[config.mk]
export PLATFORM = sky130hd
export DESIGN_NAME = spi_dbuf_master
export DESIGN_NICKNAME = d
export VERILOG_FILES = /design/src/rtl/sdm_pkg.sv /design/src/rtl/sdm_bitdiv.sv /design/src/rtl/sdm_engine.sv /design/src/rtl/sdm_regs.sv /design/src/rtl/spi_dbuf_master.sv
export SDC_FILE = /design/constraint.sdc
export NUM_CORES = 1
export LEC_CHECK = 0
export BUFFER_PORTS_ARGS = -buffer_cell sky130_fd_sc_hd__buf_2
export CAP_MARGIN = 20
export CORE_ASPECT_RATIO = 0.9
export CORE_MARGIN = 2
export CORE_UTILIZATION = 52
export CTS_CLUSTER_DIAMETER = 100
export DETAILED_ROUTE_END_ITERATION = 8
export HOLD_SLACK_MARGIN = 0.02
export PLACE_DENSITY = 0.7
export SLEW_MARGIN = 20
export SYNTH_ARGS = -nofsm -noshare
export SYNTH_HDL_FRONTEND = slang
export SYNTH_SLANG_ARGS = --single-unit
[constraint.sdc]
create_clock -name clk -period 4.6 [get_ports clk]
set_input_delay 0.46 -clock clk [delete_from_list [all_inputs] [get_ports clk]]
set_output_delay 0.46 -clock clk [all_outputs]
set_load 0.03 [all_outputs]
[src/rtl/sdm_pkg.sv]
package sdm_pkg;
  localparam int ADDR_W = 2;

  localparam logic [ADDR_W-1:0] A_DATA = 2'd0;
  localparam logic [ADDR_W-1:0] A_CTRL = 2'd1;
  localparam logic [ADDR_W-1:0] A_STAT = 2'd2;

  // control bit positions
  localparam int C_EN   = 0;
  localparam int C_MODE = 1;
  localparam int C_LSBF = 2;

  // status bit positions
  localparam int S_TXE  = 0;
  localparam int S_RXF  = 1;
  localparam int S_DONE = 2;
  localparam int S_OVR  = 3;
  localparam int S_W    = 4;
endpackage

[src/rtl/sdm_bitdiv.sv]
module sdm_bitdiv (
  input  logic clk,
  input  logic rst,
  input  logic en,
  output logic div_q,
  output logic div_n
);
  // held at 0 while disabled, goes to 1 on the first edge after enable
  assign div_n = en ? ~div_q : 1'b0;

  always_ff @(posedge clk) begin
    if (rst) div_q <= 1'b0;
    else     div_q <= div_n;
  end

  AST_DIV_TOGGLE: assert property (@(posedge clk) disable iff (rst)
    en |=> (div_q != $past(div_q)));
endmodule

[src/rtl/sdm_engine.sv]
module sdm_engine #(
  parameter int DW = 8
) (
  input  logic          clk,
  input  logic          rst,
  input  logic          en,
  input  logic          div_q,
  input  logic          div_n,
  input  logic          cpha,
  input  logic          lsbf,
  input  logic          tx_pend,
  input  logic [DW-1:0] tx_data,
  input  logic          miso,
  output logic          take,
  output logic          byte_done,
  output logic [DW-1:0] rx_byte,
  output logic          sclk,
  output logic          mosi
);
  localparam int CW = (DW > 1) ? $clog2(DW) : 1;
  localparam logic [CW-1:0] LAST = CW'(DW - 1);

  logic          busy_q, busy_n;
  logic [CW-1:0] cnt_q, cnt_n;
  logic [DW-1:0] tsh_q, tsh_n, rsh_q;
  logic          sample, last;

  // leading half of a bit: div_q == 0; trailing half: div_q == 1
  assign sample    = en && busy_q && !div_q;
  assign last      = (cnt_q == LAST);
  assign rx_byte   = lsbf ? {miso, rsh_q[DW-1:1]} : {rsh_q[DW-2:0], miso};
  assign byte_done = sample && last;

  always_comb begin
    busy_n = busy_q;
    cnt_n  = cnt_q;
    tsh_n  = tsh_q;
    take   = 1'b0;
    if (!en) begin
      busy_n = 1'b0;
      cnt_n  = '0;
    end else if (div_q) begin
      if (!busy_q || last) begin
        cnt_n = '0;
        if (tx_pend) begin
          tsh_n  = tx_data;
          busy_n = 1'b1;
          take   = 1'b1;
        end else begin
          busy_n = 1'b0;
        end
      end else begin
        tsh_n = lsbf ? (tsh_q >> 1) : (tsh_q << 1);
        cnt_n = cnt_q + CW'(1);
      end
    end
  end

  always_ff @(posedge clk) begin
    if (rst) begin
      busy_q <= 1'b0;
      cnt_q  <= '0;
      tsh_q  <= '0;
      rsh_q  <= '0;
      sclk   <= 1'b0;
      mosi   <= 1'b0;
    end else begin
      busy_q <= busy_n;
      cnt_q  <= cnt_n;
      tsh_q  <= tsh_n;
      if (sample) rsh_q <= rx_byte;
      sclk   <= busy_n && (cpha ? !div_n : div_n);
      mosi   <= lsbf ? tsh_n[0] : tsh_n[DW-1];
    end
  end

  AST_SCLK_IDLE: assert property (@(posedge clk) disable iff (rst)
    !en |=> !sclk);

  AST_SAMPLE_EDGE: assert property (@(posedge clk) disable iff (rst)
    (sample && cpha == $past(cpha)) |=> (sclk != $past(sclk)));
endmodule

[src/rtl/sdm_regs.sv]
module sdm_regs
  import sdm_pkg::*;
#(
  parameter int DW = 8
) (
  input  logic              clk,
  input  logic              rst,
  input  logic              wr_en,
  input  logic              rd_en,
  input  logic [ADDR_W-1:0] addr,
  input  logic [DW-1:0]     wdata,
  input  logic              take,
  input  logic              byte_done,
  input  logic [DW-1:0]     rx_byte,
  output logic [DW-1:0]     rdata,
  output logic              en,
  output logic              cpha,
  output logic              lsbf,
  output logic              tx_pend,
  output logic [DW-1:0]     tx_buf
);
  logic [DW-1:0] rx_buf;
  logic          rx_full, done_q, ovr_q;
  logic          wr_data, wr_ctrl, rd_data, rd_stat;
  logic [S_W-1:0] stat;

  assign wr_data = wr_en && (addr == A_DATA);
  assign wr_ctrl = wr_en && (addr == A_CTRL);
  assign rd_data = rd_en && (addr == A_DATA);
  assign rd_stat = rd_en && (addr == A_STAT);

  always_comb begin
    stat         = '0;
    stat[S_TXE]  = ~tx_pend;
    stat[S_RXF]  = rx_full;
    stat[S_DONE] = done_q;
    stat[S_OVR]  = ovr_q;
  end

  always_ff @(posedge clk) begin
    if (rst) begin
      en      <= 1'b0;
      cpha    <= 1'b0;
      lsbf    <= 1'b0;
      tx_pend <= 1'b0;
      tx_buf  <= '0;
      rx_buf  <= '0;
      rx_full <= 1'b0;
      done_q  <= 1'b0;
      ovr_q   <= 1'b0;
      rdata   <= '0;
    end else begin
      if (wr_ctrl) begin
        en   <= wdata[C_EN];
        cpha <= wdata[C_MODE];
        lsbf <= wdata[C_LSBF];
      end
      if (byte_done) rx_buf <= rx_byte;
      if (!en) begin
        tx_pend <= 1'b0;
        rx_full <= 1'b0;
        done_q  <= 1'b0;
        ovr_q   <= 1'b0;
      end else begin
        if (take) tx_pend <= 1'b0;
        if (rd_stat) begin
          done_q <= 1'b0;
          ovr_q  <= 1'b0;
        end
        if (rd_data) rx_full <= 1'b0;
        if (wr_data) begin
          if (tx_pend) ovr_q <= 1'b1;
          else begin
            tx_buf  <= wdata;
            tx_pend <= 1'b1;
          end
        end
        if (byte_done) begin
          rx_full <= 1'b1;
          done_q  <= 1'b1;
        end
      end
      if (rd_en) begin
        case (addr)
          A_DATA:  rdata <= rx_buf;
          A_CTRL:  rdata <= {{(DW-3){1'b0}}, lsbf, cpha, en};
          A_STAT:  rdata <= {{(DW-S_W){1'b0}}, stat};
          default: rdata <= '0;
        endcase
      end
    end
  end

  AST_OVR_KEEP: assert property (@(posedge clk) disable iff (rst)
    (wr_data && en && tx_pend) |=> (ovr_q && $stable(tx_buf)));

  AST_RX_SET: assert property (@(posedge clk) disable iff (rst)
    byte_done |=> (rx_full && done_q));

  AST_DIS_CLR: assert property (@(posedge clk) disable iff (rst)
    !en |=> (!tx_pend && !rx_full && !done_q && !ovr_q));
endmodule

[src/rtl/spi_dbuf_master.sv]
module spi_dbuf_master
  import sdm_pkg::*;
#(
  parameter int DW = 8
) (
  input  logic              clk,
  input  logic              rst,
  input  logic              bus_wr,
  input  logic              bus_rd,
  input  logic [ADDR_W-1:0] bus_addr,
  input  logic [DW-1:0]     bus_wdata,
  output logic [DW-1:0]     bus_rdata,
  output logic              sclk,
  output logic              mosi,
  input  logic              miso
);
  logic          en, cpha, lsbf, tx_pend, take, byte_done;
  logic          div_q, div_n;
  logic [DW-1:0] tx_buf, rx_byte;

  sdm_regs #(.DW(DW)) u_regs (
    .clk(clk), .rst(rst), .wr_en(bus_wr), .rd_en(bus_rd), .addr(bus_addr),
    .wdata(bus_wdata), .take(take), .byte_done(byte_done), .rx_byte(rx_byte),
    .rdata(bus_rdata), .en(en), .cpha(cpha), .lsbf(lsbf), .tx_pend(tx_pend),
    .tx_buf(tx_buf)
  );

  sdm_bitdiv u_div (
    .clk(clk), .rst(rst), .en(en), .div_q(div_q), .div_n(div_n)
  );

  sdm_engine #(.DW(DW)) u_eng (
    .clk(clk), .rst(rst), .en(en), .div_q(div_q), .div_n(div_n), .cpha(cpha),
    .lsbf(lsbf), .tx_pend(tx_pend), .tx_data(tx_buf), .miso(miso),
    .take(take), .byte_done(byte_done), .rx_byte(rx_byte), .sclk(sclk),
    .mosi(mosi)
  );
endmodule

==> results of run 1 <==
## flip-flops by register name, indices dropped and copies added (netlist names)
signal	cells
u_eng.rsh_q	8
u_eng.tsh_q	8
u_regs.rdata	8
u_regs.rx_buf	8
u_regs.tx_buf	8
u_eng.cnt_q	3
u_div.div_q	1
u_eng.busy_q	1
u_eng.mosi	1
u_eng.sclk	1
u_regs.cpha	1
u_regs.done_q	1
u_regs.en	1
u_regs.lsbf	1
u_regs.ovr_q	1
u_regs.rx_full	1
u_regs.tx_pend	1
## metal layers
layer  share of wire  vias to the layer above
li1                -                      926
met1            0.54                      822
met2            0.41                       32
met3           0.039                        6
met4           0.011                        0
met5               0                        -
## critical path, cell delays in order (launching register included)
cell	delay [ps]
dfxtp_1	330
ha_1	200
ha_1	220
nand2b_1	430
a21oi_1	600
o32ai_1	220
o22ai_1	140
## report_power, final
| group | switching (uW) | internal, uW |
|---|---|---|
| Combinational | 23.5 | 12.7 |
| Sequential | 4.64 | 470 |
| Clock | 154 | 163 |
| Total | 182 | 645 |
## final timing paths
| path | from | cells after the start | endpoint | slack (ps) |
|---|---|---|---|---|
| setup / recovery | u_eng.cnt_q[0] | 6 | u_eng.mosi | 2380 |
| hold / removal | bus_wdata[6] | 3 | u_regs.tx_buf[6] | 370 |
| setup reg to reg | u_eng.cnt_q[0] | 6 | u_eng.mosi | 2380 |
| hold reg to reg | u_regs.rdata[6] | 2 | u_regs.rdata[6] | 470 |
## synthesized netlist by cell type, drive strengths merged
| library cell | count |
|---|---|
| mux2 | 1 |
| a311oi | 8 |
| clkbuf | 10 |
| a31oi | 3 |
| nand4b | 1 |
| and3b | 1 |
| a21o | 1 |
| inv | 5 |
| nor3 | 7 |
| a211oi | 19 |
| nand2 | 13 |
| o21ai | 1 |
| dfxtp | 54 |
| nand3 | 10 |
| xor2 | 1 |
| a21oi | 17 |
| o211ai | 1 |
| a21boi | 1 |
| nor2b | 4 |
| and2 | 2 |
| buf | 9 |
| or2b | 1 |
| o22ai | 1 |
| mux2i | 26 |
| nor2 | 51 |
| o32ai | 1 |
| ha | 2 |
| nand2b | 5 |
| and3 | 1 |
## area by class of cell
type,instances,share of cell area
Inverter,5,0.007389
Clock buffer,6,0.02857
Sequential cell,54,0.4256
Clock inverter,2,0.01478
Multi-Input combinational cell,179,0.4458
Tap cell,62,0.03054
Timing Repair Buffer,24,0.04729
## kinds of logic (layout without fill, tap and decap cells)
logic type / count (synthesis) / after routing
multiplexers: 27 / 27
AND/OR/NAND/NOR: 96 / 96
flip-flops: 54 / 54
buffers and inverters: 24 / 37
XOR/XNOR: 1 / 1
adder cells (fa/ha/maj): 2 / 2
AO/OA/AOI/OAI: 53 / 53
## metrics by stage
| stage | total power (uW) | util | cells | hold WS, ps |
|---|---|---|---|---|
| 6_report | 827.6 | 0.5769 | 332 | 374.9 |
| 3_3_place_gp | 521.3 | 0.5519 | 324 | 436.1 |
| 3_5_place_dp | 521.2 | 0.5519 | 324 | 448.4 |
| 4_1_cts | 836.2 | 0.5769 | 332 | 371.5 |
| 5_1_grt | 857.3 | 0.5769 | 332 | 365.4 |
| 2_1_floorplan | 508.4 | - | 257 | 449.1 |
==> flow_summary.ini, run 1 <==
[global_route]
grt_util_all_layers = 0.2019
grt_pass1_wl_um = 7797
grt-ovfl-total = 0
met2_usage = 0.2699
first_global_vias = 1618
grt_max_degree = 47
grt_most_used_layer = met1
grt_use_met1 = 0.3192
antenna_found_initial = 0
grt_use_met3 = 0.04627

[sta]
fin_ws_ps = 2380
rsz0062_at_grt = false
maxSlewViolCount = 0
finalCritPeriodShare = 0.4827
hold_viol = 0
relSlewSlack = 0.3370
fin_crit_ps = 2220
setup_viol = 0
tightest_slew_ps = 993.1
fmax_mhz = 450.4
clock_skew_ps = 4.564
setup_tns_ps = 0

[yosys]
yosysWarnings = 0
synthMuxAreaShare = 0.1160
syn_area_per_cell_um2 = 9.104
synth_top_family_by_area = simple AND/OR/NAND/NOR gates
synthAdderAreaFrac = 0.01070
ys_seq_elements = 54
yosys.area_share.simple = 0.1829
netlist_area_um2 = 2340
yosys-top-cells-area = dfxtp_1 46%, mux2i_1 11%, nor2_1 8.2%
synth.distinct_cells = 34
synth_compound_area_frac = 0.1706
syn-num-nets = 274
synth_top_area_frac = 0.4620
yosys.area.top_type = dfxtp_1
synth.yosys.seq_area_share = 0.4620
synth_xor_xnor_area_share = 0.003743
syn_inst = 257

[power]
vdd_ir_drop_max_uv = 215.2
leakagePower_uw = 0.0009240
p_per_area_nw_per_um2 = 325.8

[cts]
numCtsBuffers = 5
clockRootBuffer = clkbuf_8
htreeDepth = 2
cts_buffer_depth = 2
post_cts_buffers = 0
cts_tree = built
numClockSinks = 54
clkLatencyLatePin_ps = 310
hold_buffers = 0
cts_resized = 0
clk_pin_slew_ps = 90

[floorplanning]
row_count = 23
core_um2 = 4403
die_w_um = 74.71
dieHeight_um = 67.64
io-pin-count = 25
initial_core_util = 0.5314
dieArea_um2 = 5053

[finish]
mostFrequentLayoutCells = 54 x dfxtp_1, 51 x nor2_1, 26 x mux2i_1
diodes = 0
multi_input_area_um2 = 1132
final_common_cell = dfxtp_1
drive_above_1_share = 0.1519
fin_area_um2 = 2540
nets = 286
syn2layout_area_growth_pct = 8.556
seqCellArea_um2 = 1081
num-fill-cells = 403

[route]
ant_nets = 0
drt_iter0_drc = 116
first_pass_iters = 4
avgViaCountPerCell = 5.380
wire_per_inst_um = 13.88
drc = 0
wl_um = 4609
num_vias = 1786

[placement]
dpl-instance-area_um2 = 2430
port-buffer-count = 24
dp_hpwl_um = 3036
place_congestion = 0.8073
pre_cts_ws_ps = 2435

[worst_setup_path]
crit_arrival_ps = 2450
cp.required_ps = 4830
critical_path_class = reg2reg
startpoint_type = register
worstPathMaxFanout = 17
endpoint_kind = register

[hold_path]
hold_path_class = in2reg

[outcome]
status = completed

[flow_run]
cap_viol_max_count = 0
Note: power is estimated with default switching activity, not from simulation.
==> run 2, diff against run 1 <==
Settings changed: ABC_AREA from default to 1.
Clock period 4.6 ns to 2.1 ns, I/O delays scaled along.
==> flow_summary.ini, run 2 <==
[yosys]
synth_most_common_cell = nand2_1
synth_common_cells = 76 x nand2_1, 54 x dfxtp_1, 44 x o21ai_0
synth-edff-count = 0
synth.distinct_cells = 20
synth-main-ff-cell = dfxtp_1
yosysWarnings = 0
syn_inst = 324
synth.yosys.seq_area_share = 0.4675
yosys-top-cells-area = dfxtp_1 47%, nand2_1 12%, o21ai_0 9.5%
synth_top_area_frac = 0.4675
syn-num-nets = 341
ys_seq_elements = 54
syn_area_per_cell_um2 = 7.136
yosys.area.top_type = dfxtp_1
synthArstFlopShare = 0
netlist_area_um2 = 2312

[outcome]
status = completed

[sta]
clock_skew_ps = 4.351
rsz0062_at_grt = false
setup_tns_ps = 0
setup_viol = 0
maxSlewViolCount = 0
hold_viol = 0
finalCritPeriodShare = 0.8430
fin_crit_ps = 1770
tightest_slew_ps = 607.1
relSlewSlack = 0.5948
fmax_mhz = 564.9

[route]
first_pass_iters = 4
drc = 0
num_vias = 2027
wl_um = 4771
avgViaCountPerCell = 4.968
drt_iter0_drc = 142
wire_per_inst_um = 11.69
ant_nets = 0

[power]
clock_power_share = 0.379
comb_power_share = 0.050
sw_frac_of_total = 0.2220
pwr-share-seq = 0.572
leakagePower_uw = 0.001044
p_per_area_nw_per_um2 = 703.7
vdd_ir_drop_max_uv = 451.1
internal_power_uw = 1410
p_switching_uw = 402.3

[floorplanning]
row_count = 22
die_w_um = 74.29
core_um2 = 4184
initial_core_util = 0.5526
io-pin-count = 25
dieHeight_um = 67.26
dieArea_um2 = 4997

[worst_setup_path]
worstPathMaxFanout = 11
r2r_slack_ps = 330
crit_arrival_ps = 1960
startpoint_type = register
critPathMostFrequentCell = nand2_1
reg2reg_to = u_eng.tsh_q[2]
crit_cells = 9
critical_path_class = reg2reg
critPathSlowestCell = dfxtp_1
critPathMaxStageDelay_ps = 360
critical-path-top-delay-family = adder cells
r2r-start = u_eng.cnt_q[0]
worstRegToRegCells = 9
cp.required_ps = 2290
path_cells = ha_1 > ha_2 > inv_1 > nand2_1 > nand2_1 > nand2_1 > inv_2 > o21ai_0 > nor2_1
worst-path-buf-inv = 2
endpoint_kind = register

[hold_path]
holdPathEnd = u_regs.tx_buf[7]
hold_path_class = in2reg
min_path_cells = 3
min_from = bus_wdata[7]

[cts]
clockRootBuffer = clkbuf_8
cts_resized = 0
htreeDepth = 2
clkLatencyLatePin_ps = 300
numCtsBuffers = 5
numClockSinks = 54
post_cts_buffers = 0
clk_pin_slew_ps = 90
cts_tree = built
hold_buffers = 0
cts_buffer_depth = 2

[finish]
mostFrequentLayoutCells = 76 x nand2_1, 54 x dfxtp_1, 44 x o21ai_0
num-fill-cells = 427
diodes = 0
drive_above_1_share = 0.1379
nets = 364
syn2layout_area_growth_pct = 11.36
fin_area_um2 = 2575
final_common_cell = nand2_1

[global_route]
grt_util_all_layers = 0.2129
grt_pass1_wl_um = 8211
grt_max_degree = 28
first_global_vias = 1832
grt-ovfl-total = 0
antenna_found_initial = 0

[flow_run]
cap_viol_max_count = 0

[placement]
place_congestion = 0.8466
dpl-instance-area_um2 = 2464
dp_hpwl_um = 3451
port-buffer-count = 24
==> run 2: worst max-delay path by stage <==
| stage | from | endpoint | slack, ps |
|---|---|---|---|
| 4_1_cts | u_eng.cnt_q[0] | u_eng.tsh_q[2] | 210 |
| 5_1_grt | u_eng.cnt_q[0] | u_eng.tsh_q[2] | 90 |
| 3_3_place_gp | u_eng.cnt_q[0] | u_eng.mosi | 380 |
| 6_report | u_eng.cnt_q[0] | u_eng.tsh_q[2] | 330 |
| 3_5_place_dp | u_eng.cnt_q[0] | u_eng.tsh_q[4] | 260 |
| 2_1_floorplan | u_eng.cnt_q[0] | u_eng.tsh_q[3] | 650 |
==> run 2: worst reg2reg max path, stage by stage (launching register included) <==
cell and delay, ps:
dfxtp_1 360, ha_1 160, ha_2 310, inv_1 60, nand2_1 110, nand2_1 70
nand2_1 170, inv_2 130, o21ai_0 210, nor2_1 80
==> run 2: kinds of logic (layout without fill, tap and decap cells) <==
group / count (synthesis) / count (layout) / share of synthesized area
fa+ha+maj: 2 / 2 / 0.01082
simple gates: 143 / 143 / 0.2619
xor+xnor: 1 / 1 / 0.003789
flops: 54 / 54 / 0.4675
buf+inv: 44 / 68 / 0.08062
compound gates: 80 / 80 / 0.1753
==> run 2: per-stage QoR <==
step                        util  hold WS, ps  worst slack (ps)  power (uW)  std cells
final                     0.6154        125.7             329.7        1812        408
after global routing      0.6154        135.7             86.05        1880        408
after CTS                 0.6148        121.9             213.1        1828        408
after detailed placement  0.5888        438.1             262.5        1150        400
after global placement    0.5888        431.1             384.7        1150        400
after floorplan                -        344.9             646.1        1116        324
==> run 2: metal layers <==
| layer | GRT usage | wire length [um] |
|---|---|---|
| met2 | 0.3214 | 2093 |
| met5 | 0 | 0 |
| met3 | 0.04030 | 210 |
| met1 | 0.3131 | 2426 |
| met4 | 0.05357 | 41 |
==> run 2: layout make-up <==
cell class | instances | area, um^2 | area share
tap | 60 | 75.07 | 0.02915
clock buffer | 5 | 68.82 | 0.02672
multi-input combinational | 226 | 1047 | 0.4067
timing repair buffer | 26 | 135.1 | 0.05248
clock inverter | 3 | 40.04 | 0.01555
inverter | 34 | 127.6 | 0.04956
sequential | 54 | 1081 | 0.4198
==> run 2: power by group through the flow <==
stage               Combinational, uW  Sequential, uW  Clock [uW]
global route                      103            1040         740
CTS                              91.1            1040         701
detailed placement               90.7            1060           0
floorplan                        54.5            1060           0
finish                           90.4            1040         686
global placement                 90.7            1060           0
